`src/rtl/sqct_pkg.sv`:
```
package sqct_pkg;

  // Strobes from control to datapath, plus the state-update intents.
  typedef struct packed {
    logic load;
    logic decr;
    logic toggle;
    logic setReady;
    logic clrReady;
  } ctStrobe_t;

  typedef enum logic [2:0] {
    SRC_C_EXT   = 3'd0,
    SRC_C_TXA   = 3'd1,
    SRC_C_TXB   = 3'd2,
    SRC_C_SYS16 = 3'd3,
    SRC_T_EXT   = 3'd4,
    SRC_T_EXT16 = 3'd5,
    SRC_T_SYS   = 3'd6,
    SRC_T_SYS16 = 3'd7
  } ctMode_e;

endpackage

```
`src/rtl/sqct_prescale.sv`:
```
module sqct_prescale #(
  parameter int DIV = 16
) (
  input  logic clk,
  input  logic rstN,
  input  logic evIn,
  output logic evOut
);
  localparam int PW = (DIV > 1) ? $clog2(DIV) : 1;
  localparam logic [PW-1:0] LAST = PW'(DIV - 1);

  logic [PW-1:0] phase;

  assign evOut = evIn && (phase == LAST);

  always_ff @(posedge clk or negedge rstN) begin
    if (!rstN) begin
      phase <= '0;
    end else if (evIn) begin
      phase <= (phase == LAST) ? '0 : phase + 1'b1;
    end
  end
endmodule

```
`src/rtl/sqct_tick_sel.sv`:
```
module sqct_tick_sel
  import sqct_pkg::*;
#(
  parameter int PRESCALE = 16
) (
  input  logic       clk,
  input  logic       rstN,
  input  logic [2:0] modeSel,
  input  logic       tickExt,
  input  logic       tickTxA,
  input  logic       tickTxB,
  output logic       selTick
);
  logic extDiv;
  logic sysDiv;

  sqct_prescale #(.DIV(PRESCALE)) extPre_i (
    .clk   (clk),
    .rstN  (rstN),
    .evIn  (tickExt),
    .evOut (extDiv)
  );

  sqct_prescale #(.DIV(PRESCALE)) sysPre_i (
    .clk   (clk),
    .rstN  (rstN),
    .evIn  (1'b1),
    .evOut (sysDiv)
  );

  always_comb begin
    unique case (ctMode_e'(modeSel))
      SRC_C_EXT:   selTick = tickExt;
      SRC_C_TXA:   selTick = tickTxA;
      SRC_C_TXB:   selTick = tickTxB;
      SRC_C_SYS16: selTick = sysDiv;
      SRC_T_EXT:   selTick = tickExt;
      SRC_T_EXT16: selTick = extDiv;
      SRC_T_SYS:   selTick = 1'b1;
      SRC_T_SYS16: selTick = sysDiv;
      default:     selTick = 1'b0;
    endcase
  end
endmodule

```
`src/rtl/sqct_datapath.sv`:
```
module sqct_datapath
  import sqct_pkg::*;
#(
  parameter int CNT_W    = 16,
  parameter int BYTE_W   = 8,
  parameter int MIN_LOAD = 2
) (
  input  logic              clk,
  input  logic              rstN,
  input  logic              wrUpper,
  input  logic              wrLower,
  input  logic [BYTE_W-1:0] wrData,
  input  ctStrobe_t         strb,
  output logic              atTerminal
);
  localparam int UP_W = CNT_W - BYTE_W;
  localparam logic [CNT_W-1:0] MIN_VAL = CNT_W'(MIN_LOAD);

  logic [UP_W-1:0]   upperReg;
  logic [BYTE_W-1:0] lowerReg;
  logic [CNT_W-1:0]  preload;
  logic [CNT_W-1:0]  loadVal;
  logic [CNT_W-1:0]  count;

  assign preload    = {upperReg, lowerReg};
  assign loadVal    = (preload < MIN_VAL) ? MIN_VAL : preload;
  assign atTerminal = (count == CNT_W'(1));

  always_ff @(posedge clk or negedge rstN) begin
    if (!rstN) begin
      upperReg <= '0;
      lowerReg <= '0;
    end else begin
      if (wrUpper) upperReg <= UP_W'(wrData);
      if (wrLower) lowerReg <= wrData;
    end
  end

  always_ff @(posedge clk or negedge rstN) begin
    if (!rstN) begin
      count <= '0;
    end else if (strb.load) begin
      count <= loadVal;
    end else if (strb.decr) begin
      count <= count - 1'b1;
    end
  end
endmodule

```
`src/rtl/sqct_ctrl.sv`:
```
module sqct_ctrl
  import sqct_pkg::*;
(
  input  logic      clk,
  input  logic      rstN,
  input  logic      timerMode,
  input  logic      selTick,
  input  logic      startCmd,
  input  logic      stopCmd,
  input  logic      atTerminal,
  output ctStrobe_t strb,
  output logic      squareOut,
  output logic      readyOut
);
  logic running;
  logic countEv;
  logic expire;
  logic haltNow;

  assign countEv = running && selTick && !startCmd;
  assign expire  = countEv && atTerminal;
  assign haltNow = !timerMode && (expire || stopCmd);

  always_comb begin
    strb          = '0;
    strb.load     = startCmd || (expire && timerMode);
    strb.decr     = countEv && !atTerminal;
    strb.toggle   = expire && timerMode;
    strb.setReady = expire && (!timerMode || !squareOut);
    strb.clrReady = stopCmd;
  end

  always_ff @(posedge clk or negedge rstN) begin
    if (!rstN) begin
      running   <= 1'b0;
      squareOut <= 1'b1;
      readyOut  <= 1'b0;
    end else begin
      if (startCmd)     running <= 1'b1;
      else if (haltNow) running <= 1'b0;

      if (startCmd)         squareOut <= 1'b1;
      else if (strb.toggle) squareOut <= !squareOut;

      if (strb.clrReady)      readyOut <= 1'b0;
      else if (strb.setReady) readyOut <= 1'b1;
    end
  end
endmodule

```
`src/rtl/sqct_timer.sv`:
```
module sqct_timer
  import sqct_pkg::*;
#(
  parameter int CNT_W    = 16,
  parameter int BYTE_W   = 8,
  parameter int MIN_LOAD = 2,
  parameter int PRESCALE = 16
) (
  input  logic              clk,
  input  logic              rstN,
  input  logic [2:0]        modeSel,
  input  logic              wrUpper,
  input  logic              wrLower,
  input  logic [BYTE_W-1:0] wrData,
  input  logic              startCmd,
  input  logic              stopCmd,
  input  logic              tickExt,
  input  logic              tickTxA,
  input  logic              tickTxB,
  output logic              squareOut,
  output logic              readyOut
);
  ctStrobe_t strb;
  logic      selTick;
  logic      atTerminal;

  sqct_tick_sel #(.PRESCALE(PRESCALE)) tickSel_i (
    .clk     (clk),
    .rstN    (rstN),
    .modeSel (modeSel),
    .tickExt (tickExt),
    .tickTxA (tickTxA),
    .tickTxB (tickTxB),
    .selTick (selTick)
  );

  sqct_ctrl ctrl_i (
    .clk        (clk),
    .rstN       (rstN),
    .timerMode  (modeSel[2]),
    .selTick    (selTick),
    .startCmd   (startCmd),
    .stopCmd    (stopCmd),
    .atTerminal (atTerminal),
    .strb       (strb),
    .squareOut  (squareOut),
    .readyOut   (readyOut)
  );

  sqct_datapath #(
    .CNT_W    (CNT_W),
    .BYTE_W   (BYTE_W),
    .MIN_LOAD (MIN_LOAD)
  ) dp_i (
    .clk        (clk),
    .rstN       (rstN),
    .wrUpper    (wrUpper),
    .wrLower    (wrLower),
    .wrData     (wrData),
    .strb       (strb),
    .atTerminal (atTerminal)
  );
endmodule

```
`config.mk`:
```
export PLATFORM = sky130hd
export DESIGN_NAME = sqct_timer
export DESIGN_NICKNAME = d
export VERILOG_FILES = /design/src/rtl/sqct_pkg.sv /design/src/rtl/sqct_prescale.sv /design/src/rtl/sqct_tick_sel.sv /design/src/rtl/sqct_datapath.sv /design/src/rtl/sqct_ctrl.sv /design/src/rtl/sqct_timer.sv
export SDC_FILE = /design/constraint.sdc
export NUM_CORES = 1
export LEC_CHECK = 0
export ABC_CLOCK_PERIOD_IN_PS = 4900
export BUFFER_PORTS_ARGS = -buffer_cell sky130_fd_sc_hd__clkbuf_2
export CAP_MARGIN = 25
export CORE_UTILIZATION = 45
export DETAILED_ROUTE_END_ITERATION = 7
export PLACE_DENSITY = 0.71
export SYNTH_ARGS = -nofsm -noshare
export SYNTH_HDL_FRONTEND = slang
export SYNTH_SLANG_ARGS = --single-unit
```
`constraint.sdc`:
```
create_clock -name clk -period 4.9 [get_ports clk]
set_clock_uncertainty 0.2 [all_clocks]
set_input_delay 0.735 -clock clk [delete_from_list [all_inputs] [get_ports clk]]
set_output_delay 0.735 -clock clk [all_outputs]
set_load 0.05 [all_outputs]
```
# == Yosys cells after proc, flatten, opt, wreduce, memory -nomap -nowiden ==
# Index checks and enable logic that the tools add are counted.
# totals
regBits,43
in_bits,20
out_inout_bits,2
wordCells,56
# op_classes
addsub,3
order_cmp,1
eq_ne,10
muxes,12
reduce_logical,22
# ops
cell,n
16-bit 2-to-1 mux,3
16-bit by 1-bit == test with 1-bit output (second input constant),1
16-bit by 2-bit < comparator with 1-bit output (second input constant),1
16-bit by 1-bit subtractor with 16-bit output (second input constant),1
3-bit == test (second input constant),4
4-bit by 1-bit adder with 4-bit output (second input constant),2
4-bit == test (second input constant),2
1-bit logical AND,8
4-bit 2-to-1 mux,2
2-bit nonzero test,4
3-bit by 2-bit == test with 1-bit output (second input constant),2
1-bit 2-to-1 mux,6
1-bit case mux with 6 select lines,1
1-bit zero test,4
2-bit OR reduction,2
3-bit by 1-bit == test with 1-bit output (second input constant),1
3-bit zero test,1
1-bit logical OR,3

# == Depth between registers and ports, before layout ==
# depth
ltp_word,10
depth_mapped,9
ltp_nobuf,7

# == Modules after synthesis ==
# From an unflattened synthesis, not the netlist that was laid out.
# unflattened
cells_unflattened,194
hier_area_um2,2154.6
# by_module_without_submodules
module,instances,cells_per_inst,area_per_inst_um2,seq_area_each_um2
sqct_datapath,1,141,1529.0,800.8
sqct_prescale,2,16,193.9,100.1
sqct_ctrl,1,17,193.9,76.3
sqct_tick_sel,1,4,43.8,0.0

# == Worst setup path before layout ==
# Ideal clock, no wire load.
# synth_timing
path_kind,input port to flip-flop
start,input port modeSel[2]
end,register dp_i.count[15]
t_arrival_ps,2488
t_required_ps,4618
setup_slack_ps,2130
cell_stages,7
path_buffers,2
path_cell_list,buf_2 -> o311ai_1 -> a31oi_1 -> or3_1 -> buf_6 -> or4_1 -> a31oi_1
# synth_between
elab_chain_cells,9
# synth_rtl
element,line_no,text
start: declaration,sqct_timer.sv:11,"input logic [2:0] modeSel,"
3-bit by 2-bit == test with 1-bit output (tied with other cells),sqct_tick_sel.sv:32,unique case (ctMode_e'(modeSel))
2-bit OR reduction (no line),-,
1-bit case mux with 6 select lines,sqct_tick_sel.sv:32,
1-bit logical AND (2 in a row),sqct_ctrl.sv:20,assign countEv = running && selTick && !startCmd;
1-bit logical AND,sqct_ctrl.sv:21,assign expire = countEv && atTerminal;
1-bit logical AND,sqct_ctrl.sv:26,strb.load = startCmd || (expire && timerMode);
1-bit logical OR,sqct_ctrl.sv:26,
16-bit 2-to-1 mux / 2-bit nonzero test (equally long branches),-,
end signal: assignment,sqct_datapath.sv:43,count <= loadVal;
end signal: assignment,sqct_datapath.sv:45,count <= count - 1'b1;
end: declaration,sqct_datapath.sv:23,logic [CNT_W-1:0] count;
# Several ways; a longest one is shown, not always the timed one.
# A chain may end at the register's enable or synchronous reset.

# == Worst setup path after layout ==
# layout_timing
start,register dp_i.count[13]
end,register dp_i.count[5]
# layout_between
elab_chain_cells,5
# layout_rtl
element,line_no,text
16-bit by 1-bit == test with 1-bit output (*),sqct_datapath.sv:27,assign atTerminal = (count == CNT_W'(1));
1-bit logical AND,sqct_ctrl.sv:21,
1-bit logical AND,sqct_ctrl.sv:26,
1-bit logical OR,sqct_ctrl.sv:26,
16-bit 2-to-1 mux / 2-bit nonzero test (equally long branches),-,
# Every way passes the cells marked *; elsewhere a longest branch is shown, timed or not.

==> reports/results.txt <==
Ratio of cells with drive above 1 in the final layout: 0.251
R2r worst-path depth: 6
Mean Syn Cell Area: 10.6 µm²
Routing usage on met3: 0.0417
Port buffer count: 21
Normalized max-slew margin: 0.501
Die height: 72.0 µm
Min cycle time layout: 2.94 ns
Die ar.: 0.00519 mm²
Syn Nets: 233
P_leak: 0.00103 µW
Clk Latency, worst-skew pair: 0.31 ns
Die X: 72.0 µm
Initial antenna violation count: 0
Yosys top cell by area: dfrtp_1
TritonCTS buffer count: 5
# Post-CTS Setup Buffers: 0
Maximum vdd ir drop: 0.000216 V
Post-Route Setup TNS: 0 ns
Logic pwr share: 0.177
Ys flop type: dfrtp_1
CP Launch Type: flip-flop
Post-synthesis cell area: 0.00221 mm²
Multi-input gate area: 0.00105 mm²
Met2 Usage GRT: 0.299
Vias per cell: 5.87
Count leader, synth: dfrtp_1
Synth cell count leaders: 42 x dfrtp_1, 16 x mux2_2, 12 x nor2_1, 12 x o21ai_0
Highest clock rate: 0.340 GHz
Slew Limit Fails: 0
Post-synth top area share: 0.476
GRT Util Overall: 0.197
Non-Filler Instances: 298
Sw frac: 0.315
Yosys warnings: 0
CTS clk-pin slew, worst paths: 0.09 ns
Area contributors post-synth: dfrtp_1 48%, mux2_2 8.2%, o21ai_0 2.7%
Reg2reg end: dp_i.count[5]
Grt ovf: 0
Most Crowded Layer GR: met2
FFs w/ async S/R, synth: 1.00
Met1 usage: 0.278
Final nets: 254
Seq pwr share: 0.539
Crit Path Max Fanout: 17
# fillers: 429
Final Hold Viols: 0
Inst Count DP: 290
H-tree depth: 2
Largest net degree at the start of global routing: 34
Post-synth EDFFs: 0
Vias in the first global route: 1640
Outcome: completed
Root Buffer: clkbuf_8
Max Cap Viol: 0
Syn-to-layout area delta: 11.5%
Hpwl dp: 3380 µm
Final setup fails: 0
Distinct cells, synth: 47
Diodes inserted: 0
Register area: 0.00108 mm²
Crit path capture type: flip-flop
Sw power: 268 µW
CTS tree: yes
Clock power frac: 0.284
Int Power: 584 µW
Initial DRC Count: 106
Tcrit/Tclk final: 0.600
Syn Inst Count: 209
I/O pin count: 22
Routed wire length: 4490 µm
Core area: 0.00472 mm²
Register area share after synthesis: 0.488
Worst EP required: 4.90 ns
Routed length per instance: 15.1 µm
Worst R2R Start: dp_i.count[13]
PwrDens: 346 mW/mm²
Fin util: 0.521
Resized cells post-CTS: 0
Register bit count reported by yosys: 43
Crit path from: dp_i.count[13]
DR pass1 iterations: 4
Row cnt: 25
Worst endpoint data arrival time: 2.93 ns
Critical path class: reg -> reg
Residual DRC count: 0
Placer Congestion: 0.850
R2r setup slk: 1.96 ns
Clk sinks: 43
Slew @ Worst Pin: 0.747 ns
CTS Hold Buffers Added: 0
Via count: 1748
Unrepaired setup endpoints after global routing: no
ANT nets after route: 0
Clock tree buffer depth: 2
Worst Hold Class: in -> async
Starting Density: 0.467
Global-route wire length before repair: 7870 µm
==> cells by family after synthesis <==
group / count (synthesis) / synth area share
AOI/OAI and AO/OA: 49 / 0.154
and+or+nand+nor: 78 / 0.202
adders and majority gates: 4 / 0.0227
xor gates and xnor gates: 4 / 0.0159
DFF: 43 / 0.488
muxes: 16 / 0.0816
buffers and inverters: 15 / 0.0351
==> metal layers <==
metal / vias up / routed length, µm
met3: 8 / 160
met5: - / 0
li1: 840 / -
met2: 41 / 2100
met1: 859 / 2150
met4: 0 / 81
==> cell usage in the layout (no fill, tap or decap), drive strengths merged, types with 5 or more instances in the layout <==
master  Yosys  layout
or4         6       6
o21ai      12      12
nand3       8       8
or3         6       6
clkbuf      4      26
a21oi       9       9
nor2       13      13
dfrtp      42      42
nor3       11      11
mux2       16      16
a31oi       5       5
nand2      11      11
inv         7       9
nor4        6       6
==> state kept, by name, indices dropped and copies added (netlist names) <==
register	flops
dp_i.count	16
dp_i.lowerReg	8
dp_i.upperReg	8
tickSel_i.extPre_i.phase	4
tickSel_i.sysPre_i.phase	4
ctrl_i.readyOut	1
ctrl_i.running	1
ctrl_i.squareOut	1
==> power by group through the flow <==
stage | clock [µW] | combinational, µW | sequential (µW)
3_3_place_gp | 0 | 146 | 464
4_1_cts | 249 | 153 | 458
2_1_floorplan | 0 | 117 | 448
6_report | 242 | 151 | 460
5_1_grt | 266 | 172 | 467
3_5_place_dp | 0 | 152 | 465
==> worst max path at each step <==
stage	cells after the start	slack, ns	endpoint
after floorplan	7	2.13	dp_i.count[15]
after CTS	6	1.97	dp_i.count[5]
after global placement	6	1.90	dp_i.count[15]
after detailed placement	6	1.83	dp_i.count[15]
final	6	1.96	dp_i.count[5]
after global routing	6	1.82	dp_i.count[8]
==> layout make-up <==
class,count,area share
Inverter,7,0.0107
Sequential cell,43,0.438
Timing Repair Buffer,22,0.0509
Clock inverter,3,0.0107
Clock buffer,5,0.0280
Tap cell,67,0.0341
Multi-Input combinational cell,151,0.428
==> critical path: stages (launching register included) <==
cell     delay (ns)
dfrtp_1        0.44
or4_1          0.54
or4_4          0.49
nor2_8         0.20
or3_1          0.45
o21ai_0        0.18
a211o_1        0.34
==> per-stage QoR <==
stage	worst slack, ns	total power [µW]	hold slack, ns	area (µm²)
after floorplan	2.13	565	0.239	2210
after global placement	1.90	609	0.274	2340
after detailed placement	1.83	617	0.284	2360
after CTS	1.97	860	0.116	2460
after global routing	1.82	905	0.127	2460
final	1.96	852	0.0967	2460
No activity file was read; power rests on OpenSTA's default activity.
